--- src/rtl/ibr_pkg.sv ---
package ibr_pkg;

    parameter int IADDR_W    = 4;
    parameter int BANK_BYTES = 6;
    parameter int RAM_BYTES  = 64;
    parameter int XFER_CYC   = 4;

    localparam int RIDX_W = $clog2(RAM_BYTES);

    localparam logic [IADDR_W-1:0] A_CAP_LO  = 4'h0;
    localparam logic [IADDR_W-1:0] A_CTRL    = 4'h6;
    localparam logic [IADDR_W-1:0] A_OSC     = 4'h7;
    localparam logic [IADDR_W-1:0] A_ALM_LO  = 4'h8;
    localparam logic [IADDR_W-1:0] A_RAMIDX  = 4'hE;
    localparam logic [IADDR_W-1:0] A_RAMDAT  = 4'hF;

    localparam int AUTO_BIT = 6;
    localparam int GO_BIT   = 7;

    typedef enum logic {
        OP_RD = 1'b0,
        OP_WR = 1'b1
    } op_e;

    typedef enum logic [2:0] {
        RG_CAP,
        RG_CTRL,
        RG_OSC,
        RG_ALM,
        RG_RIDX,
        RG_RDAT
    } region_e;

    typedef struct packed {
        logic                busy;
        logic                auto_rd;
        logic [1:0]          rsvd;
        logic [IADDR_W-1:0]  addr;
    } addr_view_t;

    function automatic region_e decode(input logic [IADDR_W-1:0] a);
        region_e r;
        if (a < A_CTRL)            r = RG_CAP;
        else if (a == A_CTRL)      r = RG_CTRL;
        else if (a == A_OSC)       r = RG_OSC;
        else if (a < A_RAMIDX)     r = RG_ALM;
        else if (a == A_RAMIDX)    r = RG_RIDX;
        else                       r = RG_RDAT;
        return r;
    endfunction

    function automatic logic steps_after(input logic [IADDR_W-1:0] a);
        region_e r;
        r = decode(a);
        return (r == RG_CAP) || (r == RG_ALM);
    endfunction

endpackage

--- src/rtl/ibr_store.sv ---
module ibr_store
    import ibr_pkg::*;
#(
    parameter int NBYTES = BANK_BYTES,
    parameter int RDEPTH = RAM_BYTES
) (
    input  logic               clk,
    input  logic               rst,
    input  logic               wr_en,
    input  logic [IADDR_W-1:0] acc_addr,
    input  logic [7:0]         wr_byte,
    output logic [7:0]         rd_byte
);

    localparam int IW = $clog2(RDEPTH);

    logic [7:0]    cap_q [NBYTES];
    logic [7:0]    alm_q [NBYTES];
    logic [7:0]    ctrl_q;
    logic [7:0]    osc_q;
    logic [IW-1:0] ridx_q;
    logic [7:0]    ram_q [RDEPTH];

    region_e                 rg;
    logic [IADDR_W-1:0]      cap_off;
    logic [IADDR_W-1:0]      alm_off;

    always_comb begin
        rg      = decode(acc_addr);
        cap_off = acc_addr - A_CAP_LO;
        alm_off = acc_addr - A_ALM_LO;
    end

    // Timer banks: byte 0 of each bank drops its lowest bit.
    for (genvar g = 0; g < NBYTES; g++) begin : g_bank
        localparam logic [7:0] KEEP = (g == 0) ? 8'hFE : 8'hFF;

        always_ff @(posedge clk) begin
            if (rst) begin
                cap_q[g] <= '0;
                alm_q[g] <= '0;
            end else if (wr_en) begin
                if (rg == RG_CAP && cap_off == IADDR_W'(g))
                    cap_q[g] <= wr_byte & KEEP;
                if (rg == RG_ALM && alm_off == IADDR_W'(g))
                    alm_q[g] <= wr_byte & KEEP;
            end
        end
    end

    always_ff @(posedge clk) begin
        if (rst) begin
            ctrl_q <= '0;
            osc_q  <= '0;
            ridx_q <= '0;
        end else if (wr_en) begin
            case (rg)
                RG_CTRL: ctrl_q <= wr_byte;
                RG_OSC:  osc_q  <= wr_byte;
                RG_RIDX: ridx_q <= wr_byte[IW-1:0];
                default: ;
            endcase
        end
    end

    always_ff @(posedge clk) begin
        if (rst) begin
            for (int i = 0; i < RDEPTH; i++) ram_q[i] <= '0;
        end else if (wr_en && rg == RG_RDAT) begin
            ram_q[ridx_q] <= wr_byte;
        end
    end

    always_comb begin
        rd_byte = '0;
        case (rg)
            RG_CAP:  rd_byte = cap_q[cap_off[$clog2(NBYTES)-1:0]];
            RG_ALM:  rd_byte = alm_q[alm_off[$clog2(NBYTES)-1:0]];
            RG_CTRL: rd_byte = ctrl_q;
            RG_OSC:  rd_byte = osc_q;
            RG_RIDX: rd_byte = 8'(ridx_q);
            RG_RDAT: rd_byte = ram_q[ridx_q];
            default: rd_byte = '0;
        endcase
    end

endmodule

--- src/rtl/ibr_seq.sv ---
module ibr_seq
    import ibr_pkg::*;
#(
    parameter int XFER = XFER_CYC
) (
    input  logic               clk,
    input  logic               rst,
    input  logic               addr_we,
    input  logic               data_we,
    input  logic               data_re,
    input  logic [7:0]         wbyte,
    input  logic [7:0]         st_rd_byte,
    output logic               st_wr_en,
    output logic [IADDR_W-1:0] st_addr,
    output logic [7:0]         st_wr_byte,
    output logic [IADDR_W-1:0] addr_q,
    output logic               auto_q,
    output logic [7:0]         data_q,
    output logic               busy
);

    localparam int CNT_W = $clog2(XFER + 1);
    localparam logic [CNT_W-1:0] CNT_LOAD = CNT_W'(XFER);
    localparam logic [CNT_W-1:0] CNT_LAST = CNT_W'(1);

    logic [CNT_W-1:0] cnt_q;
    op_e              op_q;
    logic             finish;

    always_comb begin
        busy       = (cnt_q != '0);
        finish     = (cnt_q == CNT_LAST);
        st_addr    = addr_q;
        st_wr_byte = data_q;
        st_wr_en   = finish && (op_q == OP_WR);
    end

    always_ff @(posedge clk) begin
        if (rst) begin
            cnt_q  <= '0;
            op_q   <= OP_RD;
            addr_q <= '0;
            auto_q <= 1'b0;
            data_q <= '0;
        end else if (busy) begin
            cnt_q <= cnt_q - CNT_LAST;
            if (finish) begin
                if (op_q == OP_RD) data_q <= st_rd_byte;
                if (steps_after(addr_q)) addr_q <= addr_q + IADDR_W'(1);
            end
        end else if (addr_we) begin
            addr_q <= wbyte[IADDR_W-1:0];
            auto_q <= wbyte[AUTO_BIT];
            if (wbyte[GO_BIT]) begin
                cnt_q <= CNT_LOAD;
                op_q  <= OP_RD;
            end
        end else if (data_we) begin
            data_q <= wbyte;
            cnt_q  <= CNT_LOAD;
            op_q   <= OP_WR;
        end else if (data_re && auto_q) begin
            cnt_q <= CNT_LOAD;
            op_q  <= OP_RD;
        end
    end

endmodule

--- src/rtl/ibr_bridge.sv ---
module ibr_bridge
    import ibr_pkg::*;
#(
    parameter int XFER   = XFER_CYC,
    parameter int NBYTES = BANK_BYTES,
    parameter int RDEPTH = RAM_BYTES
) (
    input  logic       clk,
    input  logic       rst,
    input  logic       host_addr_we,
    input  logic       host_data_we,
    input  logic       host_data_re,
    input  logic [7:0] host_wdata,
    output logic [7:0] addr_reg_q,
    output logic [7:0] data_reg_q,
    output logic       busy
);

    logic               st_wr_en;
    logic [IADDR_W-1:0] st_addr;
    logic [7:0]         st_wr_byte;
    logic [7:0]         st_rd_byte;
    logic [IADDR_W-1:0] addr_q;
    logic               auto_q;
    addr_view_t         view;

    ibr_seq #(.XFER(XFER)) u_seq (
        .clk        (clk),
        .rst        (rst),
        .addr_we    (host_addr_we),
        .data_we    (host_data_we),
        .data_re    (host_data_re),
        .wbyte      (host_wdata),
        .st_rd_byte (st_rd_byte),
        .st_wr_en   (st_wr_en),
        .st_addr    (st_addr),
        .st_wr_byte (st_wr_byte),
        .addr_q     (addr_q),
        .auto_q     (auto_q),
        .data_q     (data_reg_q),
        .busy       (busy)
    );

    ibr_store #(.NBYTES(NBYTES), .RDEPTH(RDEPTH)) u_store (
        .clk      (clk),
        .rst      (rst),
        .wr_en    (st_wr_en),
        .acc_addr (st_addr),
        .wr_byte  (st_wr_byte),
        .rd_byte  (st_rd_byte)
    );

    always_comb begin
        view.busy    = busy;
        view.auto_rd = auto_q;
        view.rsvd    = 2'b00;
        view.addr    = addr_q;
        addr_reg_q   = view;
    end

endmodule

--- config.mk ---
export PLATFORM = sky130hd
export DESIGN_NAME = ibr_bridge
export DESIGN_NICKNAME = d
export VERILOG_FILES = /design/src/rtl/ibr_pkg.sv /design/src/rtl/ibr_store.sv /design/src/rtl/ibr_seq.sv /design/src/rtl/ibr_bridge.sv
export SDC_FILE = /design/constraint.sdc
export NUM_CORES = 1
export LEC_CHECK = 0
export ABC_CLOCK_PERIOD_IN_PS = 4690
export BUFFER_PORTS_ARGS = -buffer_cell sky130_fd_sc_hd__buf_2
export CAP_MARGIN = 20
export CORE_MARGIN = 4
export CORE_UTILIZATION = 50
export DETAILED_ROUTE_END_ITERATION = 7
export GPL_ROUTABILITY_DRIVEN = 0
export PLACE_DENSITY = 0.64
export SKIP_CTS_REPAIR_TIMING = 1
export SLEW_MARGIN = 20
export SYNTH_ARGS = -nofsm -noshare
export SYNTH_HDL_FRONTEND = slang
export SYNTH_HIERARCHICAL = 1
export SYNTH_SLANG_ARGS = --single-unit
--- constraint.sdc ---
create_clock -name clk -period 4.69 [get_ports clk]
set_input_delay 0.469 -clock clk [delete_from_list [all_inputs] [get_ports clk]]
set_output_delay 0.469 -clock clk [all_outputs]
set_load 0.02 [all_outputs]
==> qor.txt <==
Hold WS: 0.132 ns
Syn-to-layout area delta: 9.73%
Critical Path Slowest Stage Cell: nand3_1
H-tree Lvls: 3
Achievable Freq: 265 MHz
Vias in the first global route: 18100
Pwr Density: 435 mW/mm^2
Antenna Nets Post-Route: 0
Full die area: 0.0651 sq mm
First-pass DRT Iterations: 5
Worst hold endpoint: u_seq/auto_q$_SDFFE_PP0P_
Fin. max-slew vios: 0
Hold Fails Final Rpt: 0
Clk slew on worst S/H paths: 0.06 ns
Dominant synthesized flop cell: edfxtp_1
Crit end category: flop
Starting Density: 50.6%
EDFF count, synth: 606
Asr flop ratio synth: 0%
Initial antenna violation count: 0
Data required, critical path: 5.00 ns
CP arrival: 4.08 ns
R2r startpoint: u_seq/op_q$_SDFFE_PP0P_
Pin count of the biggest net entering global routing: 79
R2R setup slack: 0.92 ns
Delay-heaviest family, CP: simple AND/OR/NAND/NOR gates
Fillers: 4814
Worst Hold Launch: host_wdata[6]
Reg-to-Reg End: u_store/ram_q[30][0]$_SDFFCE_PN0P_
Via/cell ratio: 6.00
Synth cell types: 57
Yosys warning count: 6
Crit share post-route: 80.3%
First-pass GRT wire length: 117000 microns
Layout cells sized above 1: 16.6%
Period minus WS final: 3.77 ns
RSZ-0062 raised after global routing: no
Synth top area share: 59.6%
Rel. slew slack: 23.7%
Sum Neg Setup Slack: 0 ns
Clock Root Buffer: clkbuf_16
Reg area: 0.0191 sq mm
Initial drt markers: 1735
DR WL/cell: 26.8 microns
Multi-input logic area: 0.0106 sq mm
I/O pins: 30
Mapped cell area: 0.0305 sq mm
Max VDD drop: 0.000330 V
Critical Path Source Type: flop
Core footprint: 0.0604 sq mm
CP Launch Point: u_seq/op_q$_SDFFE_PP0P_
R2r worst-path depth: 7
Crit path buf inv count: 1
Area leader, netlist: edfxtp_1
Detailed placer's ending HPWL: 50400 microns
Row count: 90
Setup violators final: 0
Status: finished, final reports clean
Max incr delay on CP: 0.81 ns
Die X: 255 microns
Leakage: 0.0117 uW
Crit path max fanout: 15
Overall routing resource usage: 24.7%
DRC: 0
Clk Latency, worst-skew pair: 0.61 ns
CTS tree: done
Avg Inst Size Synth: 13.9 sq um
Max_cap viols: 0
Hold path depth: 3
Fin Clk Skew: 0.0316 ns
Vias: 18000
CTS Sinks: 651
Largest cells by area after synthesis: edfxtp_1 60%, and2_1 12%, mux4_2 7.6%
Mapped Cells: 2190
Die H: 255 microns
Port bufs: 27
Cells along the critical path: nor4bb_1 > nand3_2 > buf_4 > nor4_2 > nand3_1 > nor2_1 > or2_2
Nets@finish: 2177
Worst Max-Slew Pin Slew: 1.14 ns
Routed wire length: 80400 microns
CTS max path bufs: 3
Seq/Total Area, Yosys: 62.6%
Global route overflow: 0
TritonCTS buffer count: 70
Crit path kind: flop to flop
Seq cells post-synth: 651
Worst min path class: input port to flop
worst reg2reg max path, cell delays in order (launching register included):
cell and delay, ns:
dfxtp_1 0.41, nor4bb_1 0.62, nand3_2 0.13, buf_4 0.22
nor4_2 0.27, nand3_1 0.81, nor2_1 0.68, or2_2 0.33
worst max-delay path by stage:
stage / to / slack (ns) / depth (start not counted)
6_report: u_store/ram_q[30][0]$_SDFFCE_PN0P_ / 0.92 / 7
5_1_grt: u_store/ram_q[54][3]$_SDFFCE_PN0P_ / 0.72 / 7
4_1_cts: u_store/ram_q[59][7]$_SDFFCE_PN0P_ / 0.99 / 7
3_5_place_dp: u_store/ram_q[30][1]$_SDFFCE_PN0P_ / 1.02 / 7
3_3_place_gp: u_store/ram_q[59][3]$_SDFFCE_PN0P_ / 1.11 / 7
2_1_floorplan: u_store/ram_q[63][0]$_SDFFCE_PN0P_ / 2.16 / 6
through the flow:
step | setup WS (ns) | total power [uW] | utilization [%] | cell area (sq um) | std cells
detailed placement | 1.02 | 9120 | 51.7 | 31200 | 2871
global route | 0.725 | 15000 | 55.5 | 33500 | 3000
floorplan | 2.16 | 8180 | - | 30500 | 2191
global placement | 1.11 | 9100 | 51.7 | 31200 | 2871
CTS | 0.990 | 14600 | 55.5 | 33500 | 3000
finish | 0.922 | 14600 | 55.5 | 33500 | 3001
sequential cells by signal (all words and copies together), names as in the netlist, named ones only:
register	count
u_store/ram_q	512
u_store/cap_q	47
u_seq/data_q	8
u_store/osc_q	8
u_seq/auto_q	1
u_seq/addr_q	4
u_store/ridx_q	6
u_store/alm_q	47
u_seq/cnt_q	3
u_store/ctrl_q	8
u_seq/op_q	1
layout make-up:
type / instances / area share (%)
Timing Repair Buffer: 64 / 1.35
Clock buffer: 92 / 5.76
Antenna cell: 1 / 0.00747
Tap cell: 782 / 2.92
Sequential cell: 651 / 57.1
Multi-Input combinational cell: 1367 / 31.7
Clock inverter: 37 / 1.13
Inverter: 7 / 0.0784
cell usage after synthesis (3+ instances only):
cell type,n
and2_1,609
edfxtp_1,606
mux2i_1,141
nor2_1,113
clkbuf_1,108
mux4_2,103
or2_2,66
nand2_1,58
a22oi_1,45
dfxtp_1,45
a21oi_1,41
o21ai_0,36
nand3_1,34
buf_4,31
buf_2,16
o21bai_1,13
mux4_1,9
nand4_1,9
nor2b_1,9
a211oi_1,8
nor3_1,8
buf_6,7
nand3b_1,7
inv_1,6
nand2b_1,6
buf_1,4
a311oi_1,3
and3_1,3
ha_1,3
mux2_2,3
o211ai_1,3
o22ai_1,3
o31ai_1,3
or3_1,3
cell usage in the layout, fill, tap and decap left out, types with 4 or more instances in the layout:
master	n
a211oi_1	8
a21oi_1	41
a22oi_1	45
and2_1	609
buf_2	26
buf_4	35
bufinv_16	7
clkbuf_1	17
clkbuf_16	74
clkinv_1	9
clkinv_2	15
clkinvlp_4	4
dfxtp_1	33
dfxtp_2	7
dfxtp_4	5
edfxtp_1	606
inv_1	6
mux2i_1	141
mux4_1	9
mux4_2	103
nand2_1	58
nand2b_1	6
nand3_1	34
nand3b_1	7
nand4_1	9
nor2_1	112
nor2b_1	7
nor3_1	8
o21ai_0	36
o21bai_1	13
or2_2	66
power breakdown:
part	total [uW]	internal, uW	switching, uW
Sequential	6990	6570	417
Combinational	2030	559	1470
Clock	5550	3300	2250
kinds of logic (layout without fill, tap and decap cells):
family	Yosys count	count (layout)	synth area share (%)
and+or+nand+nor	935	935	17.7
DFF	651	651	62.6
muxes	256	256	13.1
buffers and inverters	173	200	2.75
AOI/OAI and AO/OA	171	171	3.72
adders and majority gates	3	3	0.123
other	1	3	0.0123
metal layers:
| layer | wire [microns] | up-vias | part of all wire, % | track usage (%) |
|---|---|---|---|---|
| met5 | 0 | - | 0 | 0 |
| met3 | 5730 | 162 | 7.1 | 4.47 |
| li1 | - | 7901 | - | - |
| met4 | 2810 | 0 | 3.5 | 8.70 |
| met2 | 39100 | 761 | 49 | 40.6 |
| met1 | 32900 | 9169 | 41 | 33.5 |
Power figures use the tool's default switching activity.
